==> config.mk <==
export PLATFORM = sky130hd
export DESIGN_NAME = mux_flash_bus_if
export DESIGN_NICKNAME = d
export VERILOG_FILES = /design/src/rtl/mfb_pkg.sv /design/src/rtl/mfb_rst_sync.sv /design/src/rtl/mfb_addr_latch.sv /design/src/rtl/mfb_cycle_decode.sv /design/src/rtl/mfb_abort_ctl.sv /design/src/rtl/mux_flash_bus_if.sv
export SDC_FILE = /design/constraint.sdc
export NUM_CORES = 1
export LEC_CHECK = 0
export BUFFER_PORTS_ARGS = -buffer_cell sky130_fd_sc_hd__buf_4
export CAP_MARGIN = 40
export CORE_MARGIN = 2
export CORE_UTILIZATION = 52
export CTS_BUF_LIST = sky130_fd_sc_hd__clkbuf_4
export DETAILED_ROUTE_END_ITERATION = 7
export PLACE_DENSITY_LB_ADDON = 0.08
export SYNTH_ARGS = -nofsm -noshare
export SYNTH_HDL_FRONTEND = slang
export SYNTH_SLANG_ARGS = --single-unit
==> constraint.sdc <==
create_clock -name clk -period 3.3 [get_ports clk]
set_input_delay 0.165 -clock clk [delete_from_list [all_inputs] [get_ports clk]]
set_output_delay 0.165 -clock clk [all_outputs]
set_load 0.02 [all_outputs]
==> src/rtl/mfb_pkg.sv <==
package mfb_pkg;
  typedef enum logic [1:0] {
    CYC_IDLE  = 2'd0,
    CYC_READ  = 2'd1,
    CYC_WRITE = 2'd2,
    CYC_RESET = 2'd3
  } mfb_cycle_e;
endpackage

==> src/rtl/mfb_rst_sync.sv <==
module mfb_rst_sync (
  input  logic clk,
  input  logic rst_n,
  output logic rst_sync_n
);
  logic [1:0] sync_q;

  always_ff @(posedge clk or negedge rst_n) begin
    if (!rst_n) sync_q <= 2'b00;
    else        sync_q <= {sync_q[0], 1'b1};
  end

  assign rst_sync_n = sync_q[1];
endmodule

==> src/rtl/mfb_addr_latch.sv <==
module mfb_addr_latch #(
  parameter int ROW_W = 11,
  parameter int COL_W = 8,
  localparam int AW = ROW_W + COL_W
) (
  input  logic             clk,
  input  logic             rst_n,
  input  logic             rowcol_sel,
  input  logic [ROW_W-1:0] addr_pin,
  input  logic             pin_en,
  input  logic             clr,
  output logic [AW-1:0]    byte_addr
);
  logic             rc_q, rc_d;
  logic [ROW_W-1:0] row_q, row_d;
  logic [COL_W-1:0] col_q, col_d;
  logic             rc_fall, rc_rise;

  assign rc_fall = rc_q & ~rowcol_sel & pin_en;
  assign rc_rise = ~rc_q & rowcol_sel & pin_en;

  always_comb begin
    rc_d  = rowcol_sel;
    row_d = row_q;
    col_d = col_q;
    if (clr) begin
      row_d = '0;
      col_d = '0;
    end else begin
      if (rc_fall) row_d = addr_pin;
      if (rc_rise) col_d = addr_pin[COL_W-1:0];
    end
  end

  always_ff @(posedge clk or negedge rst_n) begin
    if (!rst_n) begin
      rc_q  <= 1'b1;
      row_q <= '0;
      col_q <= '0;
    end else begin
      rc_q  <= rc_d;
      row_q <= row_d;
      col_q <= col_d;
    end
  end

  assign byte_addr = {row_q, col_q};
endmodule

==> src/rtl/mfb_cycle_decode.sv <==
module mfb_cycle_decode
  import mfb_pkg::*;
#(
  parameter int AW     = 19,
  parameter int DATA_W = 8
) (
  input  logic              clk,
  input  logic              rst_n,
  input  logic              oe_n,
  input  logic              we_n,
  input  logic              rp_n,
  input  logic [DATA_W-1:0] dq_in,
  input  logic [DATA_W-1:0] rd_data,
  input  logic [AW-1:0]     byte_addr,
  output logic [DATA_W-1:0] dq_out,
  output logic              dq_drive,
  output logic              wr_valid,
  output logic [AW-1:0]     wr_addr,
  output logic [DATA_W-1:0] wr_data
);
  mfb_cycle_e        cyc;
  logic              we_q, we_d;
  logic              rd_q, rd_d;
  logic [DATA_W-1:0] dout_q, dout_d;
  logic [DATA_W-1:0] hold_q, hold_d;
  logic              wv_q, wv_d;
  logic [AW-1:0]     wa_q, wa_d;
  logic [DATA_W-1:0] wd_q, wd_d;
  logic              we_rise;

  always_comb begin
    if (!rp_n)      cyc = CYC_RESET;
    else if (!we_n) cyc = CYC_WRITE;
    else if (!oe_n) cyc = CYC_READ;
    else            cyc = CYC_IDLE;
  end

  assign we_rise = ~we_q & we_n & rp_n;

  always_comb begin
    we_d   = we_n;
    rd_d   = (cyc == CYC_READ);
    dout_d = rd_data;
    hold_d = (cyc == CYC_WRITE) ? dq_in : hold_q;
    wv_d   = we_rise;
    wa_d   = we_rise ? byte_addr : wa_q;
    wd_d   = we_rise ? hold_q : wd_q;
  end

  always_ff @(posedge clk or negedge rst_n) begin
    if (!rst_n) begin
      we_q   <= 1'b1;
      rd_q   <= 1'b0;
      dout_q <= '0;
      hold_q <= '0;
      wv_q   <= 1'b0;
      wa_q   <= '0;
      wd_q   <= '0;
    end else begin
      we_q   <= we_d;
      rd_q   <= rd_d;
      dout_q <= dout_d;
      hold_q <= hold_d;
      wv_q   <= wv_d;
      wa_q   <= wa_d;
      wd_q   <= wd_d;
    end
  end

  // bus is released at once by the pins, the data itself is registered
  assign dq_drive = rd_q & (cyc == CYC_READ);
  assign dq_out   = dout_q;
  assign wr_valid = wv_q;
  assign wr_addr  = wa_q;
  assign wr_data  = wd_q;
endmodule

==> src/rtl/mfb_abort_ctl.sv <==
module mfb_abort_ctl #(
  parameter int AW          = 19,
  parameter int RST_MIN_CYC = 4,
  parameter int ABORT_CYC   = 20,
  localparam int RCW = $clog2(RST_MIN_CYC + 1),
  localparam int ACW = $clog2(ABORT_CYC + 1)
) (
  input  logic          clk,
  input  logic          rst_n,
  input  logic          rp_n,
  input  logic          core_busy,
  input  logic          core_done,
  input  logic [AW-1:0] core_op_addr,
  output logic          rst_hit,
  output logic          abort_pulse,
  output logic          dev_busy,
  output logic          inval_flag,
  output logic [AW-1:0] inval_addr
);
  localparam logic [RCW-1:0] RMIN    = RCW'(RST_MIN_CYC);
  localparam logic [RCW-1:0] RHIT    = RCW'(RST_MIN_CYC - 1);
  localparam logic [ACW-1:0] ABT_LEN = ACW'(ABORT_CYC);

  logic [RCW-1:0] lo_cnt_q, lo_cnt_d;
  logic [ACW-1:0] abt_cnt_q, abt_cnt_d;
  logic           abt_p_q, abt_p_d;
  logic           inv_q, inv_d;
  logic [AW-1:0]  inv_a_q, inv_a_d;
  logic           do_abort;

  assign rst_hit  = ~rp_n & (lo_cnt_q == RHIT);
  assign do_abort = rst_hit & core_busy;

  always_comb begin
    if (rp_n)                lo_cnt_d = '0;
    else if (lo_cnt_q != RMIN) lo_cnt_d = lo_cnt_q + 1'b1;
    else                     lo_cnt_d = lo_cnt_q;

    abt_p_d = do_abort;
    if (do_abort)              abt_cnt_d = ABT_LEN;
    else if (abt_cnt_q != '0)  abt_cnt_d = abt_cnt_q - 1'b1;
    else                       abt_cnt_d = abt_cnt_q;

    inv_d   = inv_q;
    inv_a_d = inv_a_q;
    if (do_abort) begin
      inv_d   = 1'b1;
      inv_a_d = core_op_addr;
    end else if (core_done && abt_cnt_q == '0) begin
      inv_d   = 1'b0;
    end
  end

  always_ff @(posedge clk or negedge rst_n) begin
    if (!rst_n) begin
      lo_cnt_q  <= '0;
      abt_cnt_q <= '0;
      abt_p_q   <= 1'b0;
      inv_q     <= 1'b0;
      inv_a_q   <= '0;
    end else begin
      lo_cnt_q  <= lo_cnt_d;
      abt_cnt_q <= abt_cnt_d;
      abt_p_q   <= abt_p_d;
      inv_q     <= inv_d;
      inv_a_q   <= inv_a_d;
    end
  end

  assign abort_pulse = abt_p_q;
  assign dev_busy    = core_busy | (abt_cnt_q != '0);
  assign inval_flag  = inv_q;
  assign inval_addr  = inv_a_q;
endmodule

==> src/rtl/mux_flash_bus_if.sv <==
module mux_flash_bus_if #(
  parameter int ROW_W       = 11,
  parameter int COL_W       = 8,
  parameter int DATA_W      = 8,
  parameter int RST_MIN_CYC = 4,
  parameter int ABORT_CYC   = 20
) (
  input  logic                   clk,
  input  logic                   rst_n,
  input  logic [ROW_W-1:0]       addr_pin,
  input  logic                   rowcol_sel,
  input  logic                   oe_n,
  input  logic                   we_n,
  input  logic                   rp_n,
  input  logic [DATA_W-1:0]      dq_in,
  output logic [DATA_W-1:0]      dq_out,
  output logic                   dq_drive,
  output logic [ROW_W+COL_W-1:0] rd_addr,
  input  logic [DATA_W-1:0]      rd_data,
  output logic                   cmd_wr_valid,
  output logic [ROW_W+COL_W-1:0] cmd_wr_addr,
  output logic [DATA_W-1:0]      cmd_wr_data,
  input  logic                   core_busy,
  input  logic                   core_done,
  input  logic [ROW_W+COL_W-1:0] core_op_addr,
  output logic                   abort_pulse,
  output logic                   dev_busy,
  output logic                   inval_flag,
  output logic [ROW_W+COL_W-1:0] inval_addr,
  output logic                   blk_locked
);
  localparam int AW = ROW_W + COL_W;

  logic          srst_n;
  logic          rst_hit;
  logic [AW-1:0] byte_addr;

  mfb_rst_sync u_rst_sync (
    .clk        (clk),
    .rst_n      (rst_n),
    .rst_sync_n (srst_n)
  );

  mfb_addr_latch #(.ROW_W(ROW_W), .COL_W(COL_W)) u_addr (
    .clk        (clk),
    .rst_n      (srst_n),
    .rowcol_sel (rowcol_sel),
    .addr_pin   (addr_pin),
    .pin_en     (rp_n),
    .clr        (rst_hit),
    .byte_addr  (byte_addr)
  );

  mfb_cycle_decode #(.AW(AW), .DATA_W(DATA_W)) u_dec (
    .clk       (clk),
    .rst_n     (srst_n),
    .oe_n      (oe_n),
    .we_n      (we_n),
    .rp_n      (rp_n),
    .dq_in     (dq_in),
    .rd_data   (rd_data),
    .byte_addr (byte_addr),
    .dq_out    (dq_out),
    .dq_drive  (dq_drive),
    .wr_valid  (cmd_wr_valid),
    .wr_addr   (cmd_wr_addr),
    .wr_data   (cmd_wr_data)
  );

  mfb_abort_ctl #(.AW(AW), .RST_MIN_CYC(RST_MIN_CYC), .ABORT_CYC(ABORT_CYC)) u_abort (
    .clk          (clk),
    .rst_n        (srst_n),
    .rp_n         (rp_n),
    .core_busy    (core_busy),
    .core_done    (core_done),
    .core_op_addr (core_op_addr),
    .rst_hit      (rst_hit),
    .abort_pulse  (abort_pulse),
    .dev_busy     (dev_busy),
    .inval_flag   (inval_flag),
    .inval_addr   (inval_addr)
  );

  assign rd_addr    = byte_addr;
  assign blk_locked = 1'b0;
endmodule

Yosys cells after proc, flatten, opt, wreduce, memory -nomap -nowiden. Cells that the tools add are included.

Register bits: 97. Bits in latches: 0. Bits in writable memories: 0. ROM bits: 0. Output and inout bits: 79. Word-level logic and storage cells: 57. Memories: 0.

Add/sub/neg operators: 2. Multiply operators: 0. Divide/modulo/power cells: 0. Magnitude comparators: 0. Eq/ne operators: 4. Shifts and indexed selects: 0. Muxes and demuxes: 13. Bitwise operators: 14. Reductions and logical operators: 8.

Operator list (number): 11-bit 2-to-1 mux (2); 8-bit 2-to-1 mux (2); 5-bit 2-to-1 mux (2); 2-bit nonzero test (5); 1-bit bitwise AND (9); 3-bit 2-to-1 mux (2); 5-bit zero test (1); 5-bit nonzero test (1); 5-bit by 1-bit subtractor with 5-bit output, second input constant (1); 2-bit 2-to-1 mux (2); 1-bit NOT (4); 3-bit by 1-bit adder with 3-bit output, second input constant (1); 3-bit by 2-bit == test with 1-bit output, second input constant (1); 1-bit 2-to-1 mux (3); 3-bit != test, second input constant (1); 2-bit by 1-bit == test with 1-bit output, second input constant (1); 2-bit == test, second input constant (1); 1-bit logical AND (1); 1-bit OR (1).

Depth between registers and ports, before layout.
Depth in word-level cells: 5. Depth in mapped cells: 8. Mapped depth without buffers: 5.

Hierarchy. Synthesis repeated with hierarchy kept, for this count alone.

Cell total of the unflattened synthesis: 261. Area total of the unflattened synthesis: 3993.8 µm².

Modules (own cells, without submodules): mfb_cycle_decode (times used 1, cells an instance 91, area an instance 1707.9 µm², seq. area each 1152.4 µm²); mfb_abort_ctl (times used 1, cells an instance 87, area an instance 1276.2 µm², seq. area each 725.7 µm²); mfb_addr_latch (times used 1, cells an instance 78, area an instance 944.7 µm², seq. area each 501.7 µm²); mfb_rst_sync (times used 1, cells an instance 3, area an instance 53.8 µm², seq. area each 50.0 µm²); mux_flash_bus_if (times used 1, cells an instance 2, area an instance 11.3 µm², seq. area each 0.0 µm²).

Least setup slack after synthesis. OpenSTA, ideal clock, no wires.

Path type: reg2reg. From: register u_abort.lo_cnt_q[0]. To: register u_abort.inv_a_q[10] (netlist: u_abort.inval_addr[10]). Data arrival time: 1727 ps. Path slack: 1448 ps. Cell stages (with the launch flop): 9. Buffers on the path: 3. Clock period less this slack: 1852 ps. Path through: dfrtp_1 -> ha_1 -> ha_1 -> nor2b_2 -> buf_6 -> and2_4 -> buf_6 -> buf_6 -> mux2_4.

Word-level cells in the longest chain between the ends: 3.

RTL lines: start, declared (line mfb_abort_ctl.sv:24) `logic [RCW-1:0] lo_cnt_q, lo_cnt_d;`; start signal, assigned (line mfb_abort_ctl.sv:62) `lo_cnt_q <= lo_cnt_d;`; 3-bit by 2-bit == test with 1-bit output (line mfb_abort_ctl.sv:31) `assign rst_hit = ~rp_n & (lo_cnt_q == RHIT);`; 1-bit bitwise AND (line mfb_abort_ctl.sv:31); 1-bit bitwise AND (line mfb_abort_ctl.sv:32) `assign do_abort = rst_hit & core_busy;`; end signal, assigned (line mfb_abort_ctl.sv:66) `inv_a_q <= inv_a_d;`; end, declared (line mfb_abort_ctl.sv:28) `logic [AW-1:0] inv_a_q, inv_a_d;`.

No other way between the ends. A chain may end at the register's enable or synchronous reset.

Final worst setup path.
From: register u_abort.abt_cnt_q[0]. To: output dev_busy.

Word-level cells in the longest chain between the ends: 2.

RTL lines: start, declared (line mfb_abort_ctl.sv:25) `logic [ACW-1:0] abt_cnt_q, abt_cnt_d;`; start signal, assigned (line mfb_abort_ctl.sv:63) `abt_cnt_q <= abt_cnt_d;`; 5-bit nonzero test (line mfb_abort_ctl.sv:71) `assign dev_busy = core_busy | (abt_cnt_q != '0);`; 1-bit OR (line mfb_abort_ctl.sv:71); end, declared (line mux_flash_bus_if.sv:27) `output logic dev_busy,`.

No other way between the ends.

==> flow_metrics.env <==
export IMPL_status="finished, final reports clean"
export IMPL_rrSetupSlack_ns=1.29
export IMPL_hold_viol_final=0
export IMPL_r2r_start="u_abort.lo_cnt_q[0]"
export IMPL_setup_viol_count_final=0
export IMPL_cts_setup_buffers=0
export IMPL_yosysTopAreaCellShare=0.621
export IMPL_cpMaxStageDelayCell="nor4b_2"
export IMPL_grt_pass1_wl_um=14200
export IMPL_cap_viol_max_count=0
export IMPL_seq_area_um2=2430
export IMPL_place_hpwl_um=5350
export IMPL_numPortBuffers=131
export IMPL_slew_headroom=0.525
export IMPL_busiest_layer="met2"
export IMPL_die_h_um=89.8
export IMPL_grt_usage=0.221
export IMPL_grtUsageMet3=0.0461
export IMPL_cts_sinks=97
export IMPL_mostFrequentLayoutCell="buf_4"
export IMPL_rsz0062_at_grt="no"
export IMPL_grt_pass1_vias=2751
export IMPL_tightest_slew_ns=0.710
export IMPL_nets=495
export IMPL_worst_r2r_path_depth=6
export IMPL_end_kind="output pin"
export IMPL_holdCritPathClass="primary input to async pin"
export IMPL_worstSetupPathType="register to output pin"
export IMPL_synth_area_leader_cell="dfrtp_1"
export IMPL_die_x_um=89.8
export IMPL_ant_nets=0
export IMPL_seqPwrFrac=0.439
export IMPL_worst_slack_ns=1.24
export IMPL_ys_types=32
export IMPL_cts_buffer_depth=2
export IMPL_synth_area_um2=3830
export IMPL_core_area_um2=7180
export IMPL_min_period_ns=2.06
export IMPL_ir_worst_vdd_mv=0.500
export IMPL_place_ws_ns=1.31
export IMPL_net_switching_power_w=0.00158
export IMPL_slowest_delay_ns=0.51
export IMPL_p_per_area_nw_per_um2=794
export IMPL_route_detailed_drc=0
export IMPL_path_cells="inv_1, ha_1, nor4b_2, nand2b_1, buf_4"
export IMPL_clkSlewWorstSetupHoldPaths_ns=0.14
export IMPL_multi_input_area_um2=1250
export IMPL_swShare=0.361
export IMPL_period_share=0.623
export IMPL_yosysWarnings=0
export IMPL_drv_slew=0
export IMPL_antenna_cells=0
export IMPL_grtUsageMet1=0.291
export IMPL_cts_tree="yes"
export IMPL_synth_edf_count=0
export IMPL_ys_ff_latch=97
export IMPL_root_buffer="clkbuf_4"
export IMPL_startpoint="u_abort.abt_cnt_q[0]"
export IMPL_clock_skew_ns=0.0192
export IMPL_ys_seq_area_frac=0.634
export IMPL_ys_flop_type="dfrtp_1"
export IMPL_syn_nets=310
export IMPL_areaGrowthSynthToFinish_pct=44.1
export IMPL_setup_tns_final_ns=0
export IMPL_overflow=0
export IMPL_vias=2575
export IMPL_start_util=0.534
export IMPL_cts_buffers=9
export IMPL_ys_async_sr_fraction=1.00
export IMPL_required_ns=3.13
export IMPL_fmax_ghz=0.486
export IMPL_gp_congestion=0.732
export IMPL_io_pins=133
export IMPL_synthCells=252
export IMPL_antenna_found_initial=0
export IMPL_start_kind="register"
export IMPL_final_cell_mix="buf_4 (135), dfrtp_1 (94), dlygate4sd3_1 (52)"
export IMPL_clk_latency_ns=0.43
export IMPL_critPathArrivalTime_ns=1.89
export IMPL_power_internal_w=0.00280
export IMPL_cp_max_fo=6
export IMPL_cp_top_family="simple AND/OR/NAND/NOR gates"
export IMPL_rows=31
export IMPL_dr_pass1_iters=4
export IMPL_crit_buf_inv=2
export IMPL_wire_per_inst_um=15.7
export IMPL_synth_area_leaders="dfrtp_1 (62%), mux2_4 (13%), mux2_2 (6.2%), mux2i_1 (4.2%), buf_6 (2.1%)"
export IMPL_via_per_inst=4.76
export IMPL_r2r_end="u_abort.inval_addr[4]"
export IMPL_htreeDepth=3
export IMPL_clock_power_share=0.142
export IMPL_grt_util_met2=0.372
export IMPL_p_comb_frac=0.420
export IMPL_crit_end="dev_busy"
export IMPL_die_area_um2=8070
export IMPL_path_depth=5
export IMPL_routed_wl_um=8500
export IMPL_num_fill_cells=462
export IMPL_drive_gt1_frac=0.477
export IMPL_grt_max_degree=57
export IMPL_p_leak_nw=2.86
export IMPL_drt_iter0_markers=78
export IMPL_syn_area_per_cell_um2=15.2
worst register-to-register path: stages, from the launching register on:
cell     delay (ns)
dfrtp_1        0.41
ha_1           0.16
ha_1           0.15
nor2b_2        0.13
buf_4          0.22
and2_4         0.45
mux2_2         0.40
cell usage after synthesis, drive strengths merged (3+ instances only):
library cell and number:
a21oi 3, buf 11, dfrtp 95, ha 4, inv 11, mux2 54, mux2i 16, nand2 4
nand2b 5, nand3 4, nor2 19, o21ai 3
per-layer routing:
layer,share of wire,wire [µm],vias up
met4,0.010,89,0
met2,0.49,4170,84
met3,0.050,429,8
met1,0.45,3810,1270
met5,0,0,-
li1,-,-,1213
logic make-up after synthesis:
kind of cell / Yosys count / share of synthesized area
other cells: 2 / 0.00196
xor+xnor: 2 / 0.00457
flops: 97 / 0.634
buf+inv: 24 / 0.0392
simple gates: 42 / 0.0559
fa+ha+maj: 4 / 0.0131
mux: 70 / 0.233
compound gates: 11 / 0.0180
flip-flops by register name, indices dropped and copies added (netlist names), 2 cells and up:
name / cells
u_dec.hold_q: 8
u_dec.wr_addr: 19
u_addr.row_q: 11
u_abort.inval_addr: 19
u_abort.lo_cnt_q: 3
u_rst_sync.sync_q: 2
u_dec.wr_data: 8
u_addr.col_q: 8
u_abort.abt_cnt_q: 5
u_dec.dq_out: 8
stage by stage:
stage          hold WS [ns]  std cells  instance area, µm²  utilization  total power [W]
6_report             0.0339        541                5520        0.769          0.00438
5_1_grt              0.0108        541                5520        0.769          0.00463
4_1_cts             0.00755        541                5520        0.769          0.00440
3_5_place_dp        -0.0515        473                4860        0.678          0.00373
3_3_place_gp        -0.0518        473                4860        0.678          0.00368
2_1_floorplan        -0.131        252                3830            -          0.00294
power groups by stage:
stage	Clock, W	Combinational, W	Sequential (W)
after floorplan	0	0.000610	0.00233
after global placement	0	0.00175	0.00193
after detailed placement	0	0.00179	0.00193
after CTS	0.000637	0.00184	0.00192
after global routing	0.000676	0.00196	0.00199
final	0.000620	0.00184	0.00192
worst min path at each step:
stage,end,depth (start not counted),startpoint,slack [ns]
after floorplan,u_rst_sync.sync_q[0],0,rst_n,-0.13
after global placement,u_rst_sync.sync_q[0],1,rst_n,-0.05
after detailed placement,u_rst_sync.sync_q[0],1,rst_n,-0.05
after CTS,u_rst_sync.sync_q[1],2,rst_n,0.008
after global routing,u_rst_sync.sync_q[1],2,rst_n,0.01
final,u_rst_sync.sync_q[1],2,rst_n,0.03
final cells by class:
type,instances,area share
clock buffers,9,0.0122
clock inverters,7,0.0127
inverters,11,0.00748
multi-input cells,131,0.226
flip-flops and latches,97,0.441
well taps,99,0.0224
repair buffers,187,0.278
what timing repair did:
| item | in CTS | in global routing |
|---|---|---|
| setup endpoints to repair | 0 | 0 |
| resized for setup | 0 | 0 |
| hold buffers | 52 | 0 |
| endpoints found under the hold margin | 63 | 0 |
(Power assumes the default switching activity.)
